**config.mk**
```make
export PLATFORM = sky130hd
export DESIGN_NAME = opswap_top
export DESIGN_NICKNAME = d
export VERILOG_FILES = /design/src/rtl/opswap_pkg.sv /design/src/rtl/opswap_decide.sv /design/src/rtl/opswap_hist.sv /design/src/rtl/opswap_adder.sv /design/src/rtl/opswap_top.sv
export SDC_FILE = /design/constraint.sdc
export NUM_CORES = 1
export LEC_CHECK = 0
export BUFFER_PORTS_ARGS = -buffer_cell sky130_fd_sc_hd__buf_2
export CAP_MARGIN = 25
export CORE_UTILIZATION = 51
export CTS_CLUSTER_DIAMETER = 50
export DETAILED_ROUTE_END_ITERATION = 7
export PLACE_DENSITY = 0.86
export SYNTH_ARGS = -nofsm -noshare
export SYNTH_HDL_FRONTEND = slang
export SYNTH_SLANG_ARGS = --single-unit
export TNS_END_PERCENT = 100
```
**constraint.sdc**
```tcl
create_clock -name clk -period 3.5 [get_ports clk]
set_clock_uncertainty 0.15 [all_clocks]
set_input_delay 0.175 -clock clk [delete_from_list [all_inputs] [get_ports clk]]
set_output_delay 0.175 -clock clk [all_outputs]
set_load 0.01 [all_outputs]
```
**src/rtl/opswap_pkg.sv**
```systemverilog
package opswap_pkg;
    localparam int unsigned OPSWAP_DEF_W = 16;

    typedef enum logic {
        ADDER_NONE  = 1'b0,
        ADDER_BUILT = 1'b1
    } adder_sel_e;
endpackage

```
**src/rtl/opswap_decide.sv**
```systemverilog
module opswap_decide #(
    parameter int unsigned W = 16
) (
    input  logic [W-1:0] new_a,
    input  logic [W-1:0] new_b,
    input  logic [W-1:0] prev_a,
    input  logic [W-1:0] prev_b,
    output logic [W-1:0] out_a,
    output logic [W-1:0] out_b,
    output logic [W-1:0] swap
);
    // Per bit: exchanging removes two transitions only if both bits
    // moved and they disagree with each other.
    for (genvar i = 0; i < W; i++) begin : g_bit
        logic a_moved_d, b_moved_d, differ_d;
        always_comb begin
            a_moved_d = new_a[i] ^ prev_a[i];
            b_moved_d = new_b[i] ^ prev_b[i];
            differ_d  = new_a[i] ^ new_b[i];
            swap[i]   = a_moved_d & b_moved_d & differ_d;
            out_a[i]  = swap[i] ? new_b[i] : new_a[i];
            out_b[i]  = swap[i] ? new_a[i] : new_b[i];
        end
    end

    always_comb begin
        AST_BITS_KEPT: assert (((out_a ^ out_b) == (new_a ^ new_b)) &&
                               ((out_a & out_b) == (new_a & new_b)));
    end
endmodule

```
**src/rtl/opswap_hist.sv**
```systemverilog
module opswap_hist #(
    parameter int unsigned W = 16
) (
    input  logic         clk,
    input  logic         rst_n,
    input  logic         cap,
    input  logic [W-1:0] in_a,
    input  logic [W-1:0] in_b,
    output logic [W-1:0] out_a,
    output logic [W-1:0] out_b
);
    typedef struct packed {
        logic [W-1:0] a;
        logic [W-1:0] b;
    } hist_t;

    hist_t st_d, st_q;

    always_comb begin
        st_d = st_q;
        if (cap) begin
            st_d.a = in_a;
            st_d.b = in_b;
        end
    end

    always_ff @(posedge clk or negedge rst_n) begin
        if (!rst_n) st_q <= '0;
        else        st_q <= st_d;
    end

    assign out_a = st_q.a;
    assign out_b = st_q.b;

    AST_HIST_CAPTURE: assert property (@(posedge clk) disable iff (!rst_n)
        cap |=> (out_a == $past(in_a)) && (out_b == $past(in_b)));
    AST_HIST_HOLD: assert property (@(posedge clk) disable iff (!rst_n)
        !cap |=> $stable(out_a) && $stable(out_b));
    always_comb begin
        if (!rst_n) AST_RESET_ZERO: assert (st_q == '0);
    end
endmodule

```
**src/rtl/opswap_adder.sv**
```systemverilog
module opswap_adder #(
    parameter int unsigned          W    = 16,
    parameter opswap_pkg::adder_sel_e MODE = opswap_pkg::ADDER_BUILT
) (
    input  logic [W-1:0] x,
    input  logic [W-1:0] y,
    output logic [W:0]   s
);
    if (MODE == opswap_pkg::ADDER_BUILT) begin : g_add
        always_comb s = {1'b0, x} + {1'b0, y};
    end else begin : g_none
        always_comb s = '0;
    end
endmodule

```
**src/rtl/opswap_top.sv**
```systemverilog
module opswap_top #(
    parameter int unsigned            WIDTH = opswap_pkg::OPSWAP_DEF_W,
    parameter opswap_pkg::adder_sel_e ADDER = opswap_pkg::ADDER_BUILT
) (
    input  logic             clk,
    input  logic             rst_n,
    input  logic             op_valid,
    input  logic [WIDTH-1:0] op_a,
    input  logic [WIDTH-1:0] op_b,
    output logic [WIDTH-1:0] app_a,
    output logic [WIDTH-1:0] app_b,
    output logic [WIDTH-1:0] swap_mask,
    output logic [WIDTH-1:0] hist_a,
    output logic [WIDTH-1:0] hist_b,
    output logic [WIDTH:0]   sum
);
    localparam int unsigned CNT_W = $clog2(2 * WIDTH + 1);

    opswap_decide #(.W(WIDTH)) i_decide (
        .new_a (op_a),
        .new_b (op_b),
        .prev_a(hist_a),
        .prev_b(hist_b),
        .out_a (app_a),
        .out_b (app_b),
        .swap  (swap_mask)
    );

    opswap_hist #(.W(WIDTH)) i_hist (
        .clk  (clk),
        .rst_n(rst_n),
        .cap  (op_valid),
        .in_a (app_a),
        .in_b (app_b),
        .out_a(hist_a),
        .out_b(hist_b)
    );

    opswap_adder #(.W(WIDTH), .MODE(ADDER)) i_adder (
        .x(app_a),
        .y(app_b),
        .s(sum)
    );

    logic [CNT_W-1:0] tog_raw, tog_app;
    always_comb begin
        tog_raw = CNT_W'($countones(op_a ^ hist_a)) + CNT_W'($countones(op_b ^ hist_b));
        tog_app = CNT_W'($countones(app_a ^ hist_a)) + CNT_W'($countones(app_b ^ hist_b));
    end

    AST_NO_MORE_TOGGLES: assert property (@(posedge clk) disable iff (!rst_n)
        tog_app <= tog_raw);
    AST_MASK_ONLY_MOVED: assert property (@(posedge clk) disable iff (!rst_n)
        ((swap_mask & ~(op_a ^ hist_a)) == '0));

    if (ADDER == opswap_pkg::ADDER_BUILT) begin : g_sum_chk
        AST_SUM_EQUAL: assert property (@(posedge clk) disable iff (!rst_n)
            sum == ({1'b0, op_a} + {1'b0, op_b}));
    end
endmodule

```
======== Word-level counts from Yosys, hierarchy flattened ========
Index checks and enable logic that the tools add are counted.
word-level totals
  register bits ........................... 32
  input bits .............................. 35
  output and inout port bits .............. 97
  logic and storage cells ................. 115
cells by class
  add/sub/neg operators ................... 1
  mux-type cells .......................... 32
  bitwise logic cells ..................... 80
operators by type and width
  cell            count
  $xor 1x1->1     48
  $and 1x1->1     32
  $mux 1          32
  $add 16x16->17  1

======== Logic depth before layout (Yosys ltp) ========
  depth after elaboration ................. 5
  mapped depth ............................ 8
  mapped depth without buffers ............ 8

======== By module ========
From an unflattened synthesis, not the netlist that was laid out.
second synthesis, totals
  cells, all modules ...................... 354
  area total of the unflattened synthesis .. 3,121.7 um^2
modules (own cells, without submodules)
  module         times used  cells an instance  area an instance (um^2)
  opswap_hist    1           68                 1,345.0
  opswap_decide  1           176                920.9
  opswap_adder   1           110                855.8

======== Worst setup path before layout ========
Ideal clock, no wire load.
  kind .................................... input port to output port
  start point ............................. in op_a[0]
  end point ............................... out sum[16]
  arrival time ............................ 1.898 ns
  data required time ...................... 3.175 ns
  setup slack ............................. 1.277 ns
  cell stages on the path ................. 8
  cell sequence ........................... ha_1 > fa_1 > a21o_1 > a41o_1 > o21ai_2 > nand2_2 > a221o_1 > a21o_1
on the way
  word-level cells in the longest chain between the ends .. 5
  elaborated cells between the ends (all ways) .. 7
RTL lines
  element                    RTL line                                  text
  start, declared            opswap_top.sv:8                           input logic [WIDTH-1:0] op_a,
  $xor 1x1->1                opswap_decide.sv:17                       a_moved_d = new_a[i] ^ prev_a[i];
  $and 1x1->1 (2 in a row)   opswap_decide.sv:20                       swap[i] = a_moved_d & b_moved_d & differ_d;
  $mux 1 (on tied branches)  opswap_decide.sv:21, opswap_decide.sv:22
  $add 16x16->17 *           opswap_adder.sv:10                        always_comb s = {1'b0, x} + {1'b0, y};
  end, declared              opswap_top.sv:15                          output logic [WIDTH:0] sum
Mark *: on every way between the ends. The rest lies on a longest branch, timed or not.

======== Worst setup path in the final report ========
Ends and elaborated chain as after synthesis.

==> impl_metrics.env <==
export IMPL_dieWidth_um=76.7
export IMPL_path_class="input port to primary output"
export IMPL_nNetsFinal=554
export IMPL_relSlewSlack_pct=42.3
export IMPL_rsz0062_at_grt="no"
export IMPL_routed_wirelength_mm=7.41
export IMPL_whs_ns=0.209
export IMPL_synth_distinct_cells=37
export IMPL_clock_root_buffer="clkbuf_8"
export IMPL_ir_worst_vdd_mv=0.270
export IMPL_fin_util_pct=69.6
export IMPL_hold_class="input port to flop"
export IMPL_first_pass_iters=4
export IMPL_synth_edf_count=0
export IMPL_max_freq_mhz=378
export IMPL_numPortBuffers=131
export IMPL_yosysTopAreaCell="dfrtp_1"
export IMPL_grt_max_degree=48
export IMPL_cp_max_fo=6
export IMPL_cpMaxStageDelayCell="fa_1"
export IMPL_drive_above_1_share_pct=32.0
export IMPL_rows=26
export IMPL_worstSetupEndpointType="primary output"
export IMPL_dp_slack_ns=0.872
export IMPL_synth_common_cells="76 x a21oi_1, 52 x nand2_1, 49 x o21ai_0"
export IMPL_max_cap_violations=0
export IMPL_synthTopCellsByArea="dfrtp_1 28%, a21oi_1 13%, o21ai_0 8.6%"
export IMPL_cpPeakStageDelay_ns=0.43
export IMPL_ant_nets=0
export IMPL_viasPerCell=5.42
export IMPL_cp_arrival_ns=2.32
export IMPL_place_congestion=0.847
export IMPL_syn_cell_area_um2=2840
export IMPL_design_area_um2=3650
export IMPL_post_route_period_util_pct=75.5
export IMPL_cts_tree="done"
export IMPL_netlist_instances=373
export IMPL_seq_area_frac_synth_pct=28.2
export IMPL_grt_pass1_wl_mm=12.4
export IMPL_antenna_cells=0
export IMPL_period_needed_ns=2.64
export IMPL_ys_ff_latch=32
export IMPL_cts_sinks=32
export IMPL_p_per_area_nw_per_um2=440
export IMPL_grt_pass1_vias=2851
export IMPL_clk_pin_slew_ns=0.07
export IMPL_h_tree_depth=2
export IMPL_fin_tns_setup_ns=0
export IMPL_dieArea_um2=5880
export IMPL_clk_path_buf_depth=2
export IMPL_hold_violations=0
export IMPL_postPlaceCellArea_um2=3550
export IMPL_grt_overflow=0
export IMPL_synth_warnings=0
export IMPL_initial_core_util_pct=54.3
export IMPL_final_setup_viol_count=0
export IMPL_status="finished clean"
export IMPL_area_growth_pct=28.2
export IMPL_synth_area_per_cell_um2=7.62
export IMPL_final_cells=573
export IMPL_dp_hpwl_mm=5.71
export IMPL_die_h_um=76.7
export IMPL_crit_chain="buf_2 -> ha_1 -> fa_1 -> a21o_1 -> a41o_1 -> o21ai_2 -> nand2_2 -> a221o_1 -> a21o_1 -> buf_2"
export IMPL_cp_required_ns=3.17
export IMPL_grt_use_total_pct=25.5
export IMPL_async_flop_share_pct=100
export IMPL_antenna_found_initial=0
export IMPL_slew_violations=0
export IMPL_dp_cells=564
export IMPL_routed_via_count=3106
export IMPL_setup_ws_ns=0.857
export IMPL_tightest_slew_ns=0.865
export IMPL_p_leak_nw=1.88
export IMPL_wl_per_cell_um=12.9
export IMPL_cts_buffers=5
export IMPL_startpoint_type="input port"
export IMPL_clk_latency_ns=0.28
export IMPL_drtIter0Drc=166
export IMPL_synth_top_area_share_pct=28.2
export IMPL_yosys_cell_count_top_type="a21oi_1"
export IMPL_io_pins=132
export IMPL_drc_errors=0
export IMPL_post_cts_setup_buffers=0
export IMPL_power_total_mw=1.60
export IMPL_synth_flop_cell="dfrtp_1"
export IMPL_core_um2=5240
export IMPL_synth_net_count=425
-- final cells by class --
| class | count | area, um2 |
|---|---|---|
| Timing Repair Buffer | 132 | 666 |
| Clock buffer | 8 | 90.1 |
| Tap cell | 70 | 87.6 |
| Sequential cell | 32 | 801 |
| Inverter | 20 | 75.1 |
| Fill cell | 463 | 1590 |
| Multi-Input combinational cell | 311 | 1930 |
-- worst paths after layout --
path,slack [ns],from,cells past startpoint,end
min,0.21,op_b[12],5,i_hist.out_b[12]$_DFFE_PN0P_
max in group asynchronous,2.34,rst_n,2,i_hist.out_a[12]$_DFFE_PN0P_
max,0.86,op_a[0],10,sum[16]
min in group asynchronous,0.37,rst_n,2,i_hist.out_a[5]$_DFFE_PN0P_
max reg2reg,2.12,i_hist.out_a[6]$_DFFE_PN0P_,4,i_hist.out_a[6]$_DFFE_PN0P_
min reg2reg,0.45,i_hist.out_a[2]$_DFFE_PN0P_,1,i_hist.out_a[2]$_DFFE_PN0P_
-- metal layers --
metal / track usage, % / part of all wire [%]
met1: 30.6 / 44
met2: 45.4 / 50
met3: 4.05 / 4.8
met4: 9.62 / 1.7
met5: 0 / 0
-- repair_timing --
action                                  CTS  global route
resized for setup                         0             0
hold endpoints to repair                 32             0
endpoints found under the setup margin    0             0
hold buffers                              1             0
-- where the power goes --
part | total (mW) | internal, mW | switching (mW) | leakage, nW
registers | 0.536 | 0.441 | 0.0951 | 0.384
clock network | 0.296 | 0.160 | 0.136 | 0.0455
logic | 0.773 | 0.338 | 0.434 | 1.45
-- cell usage in the layout, fill, tap and decap left out, types with 2 or more instances in the layout --
master and instances:
a211oi_1 2, a21o_1 5, a21oi_1 76, a31o_1 2, a31oi_1 2, buf_2 131, clkbuf_1 2, clkbuf_8 6
dfrtp_1 32, ha_1 16, inv_1 20, mux2_2 17, nand2_1 52, nand2b_1 17, nand3_1 5, nor2_1 19
o21ai_0 49, xnor2_1 12, xor2_1 18
-- worst max-delay path: cells and delay by family --
family                     cells  cell delay [ns]
buffers and inverters          2             0.27
and+or+nand+nor                1             0.09
adders and majority gates      2             0.66
AOI/OAI and AO/OA              5             1.13
-- flip-flops by register name, indices dropped and copies added (netlist names) --
| name | cells |
|---|---|
| i_hist.out_a | 16 |
| i_hist.out_b | 16 |
-- kinds of logic after synthesis --
family | count (synthesis) | synth area share, %
mux | 17 | 6.73
fa+ha+maj | 17 | 7.74
compound gates | 146 | 28.1
simple gates | 101 | 15.9
xor+xnor | 30 | 9.24
buf+inv | 30 | 4.09
flops | 32 | 28.2
Note: power is estimated with default switching activity, not from simulation.
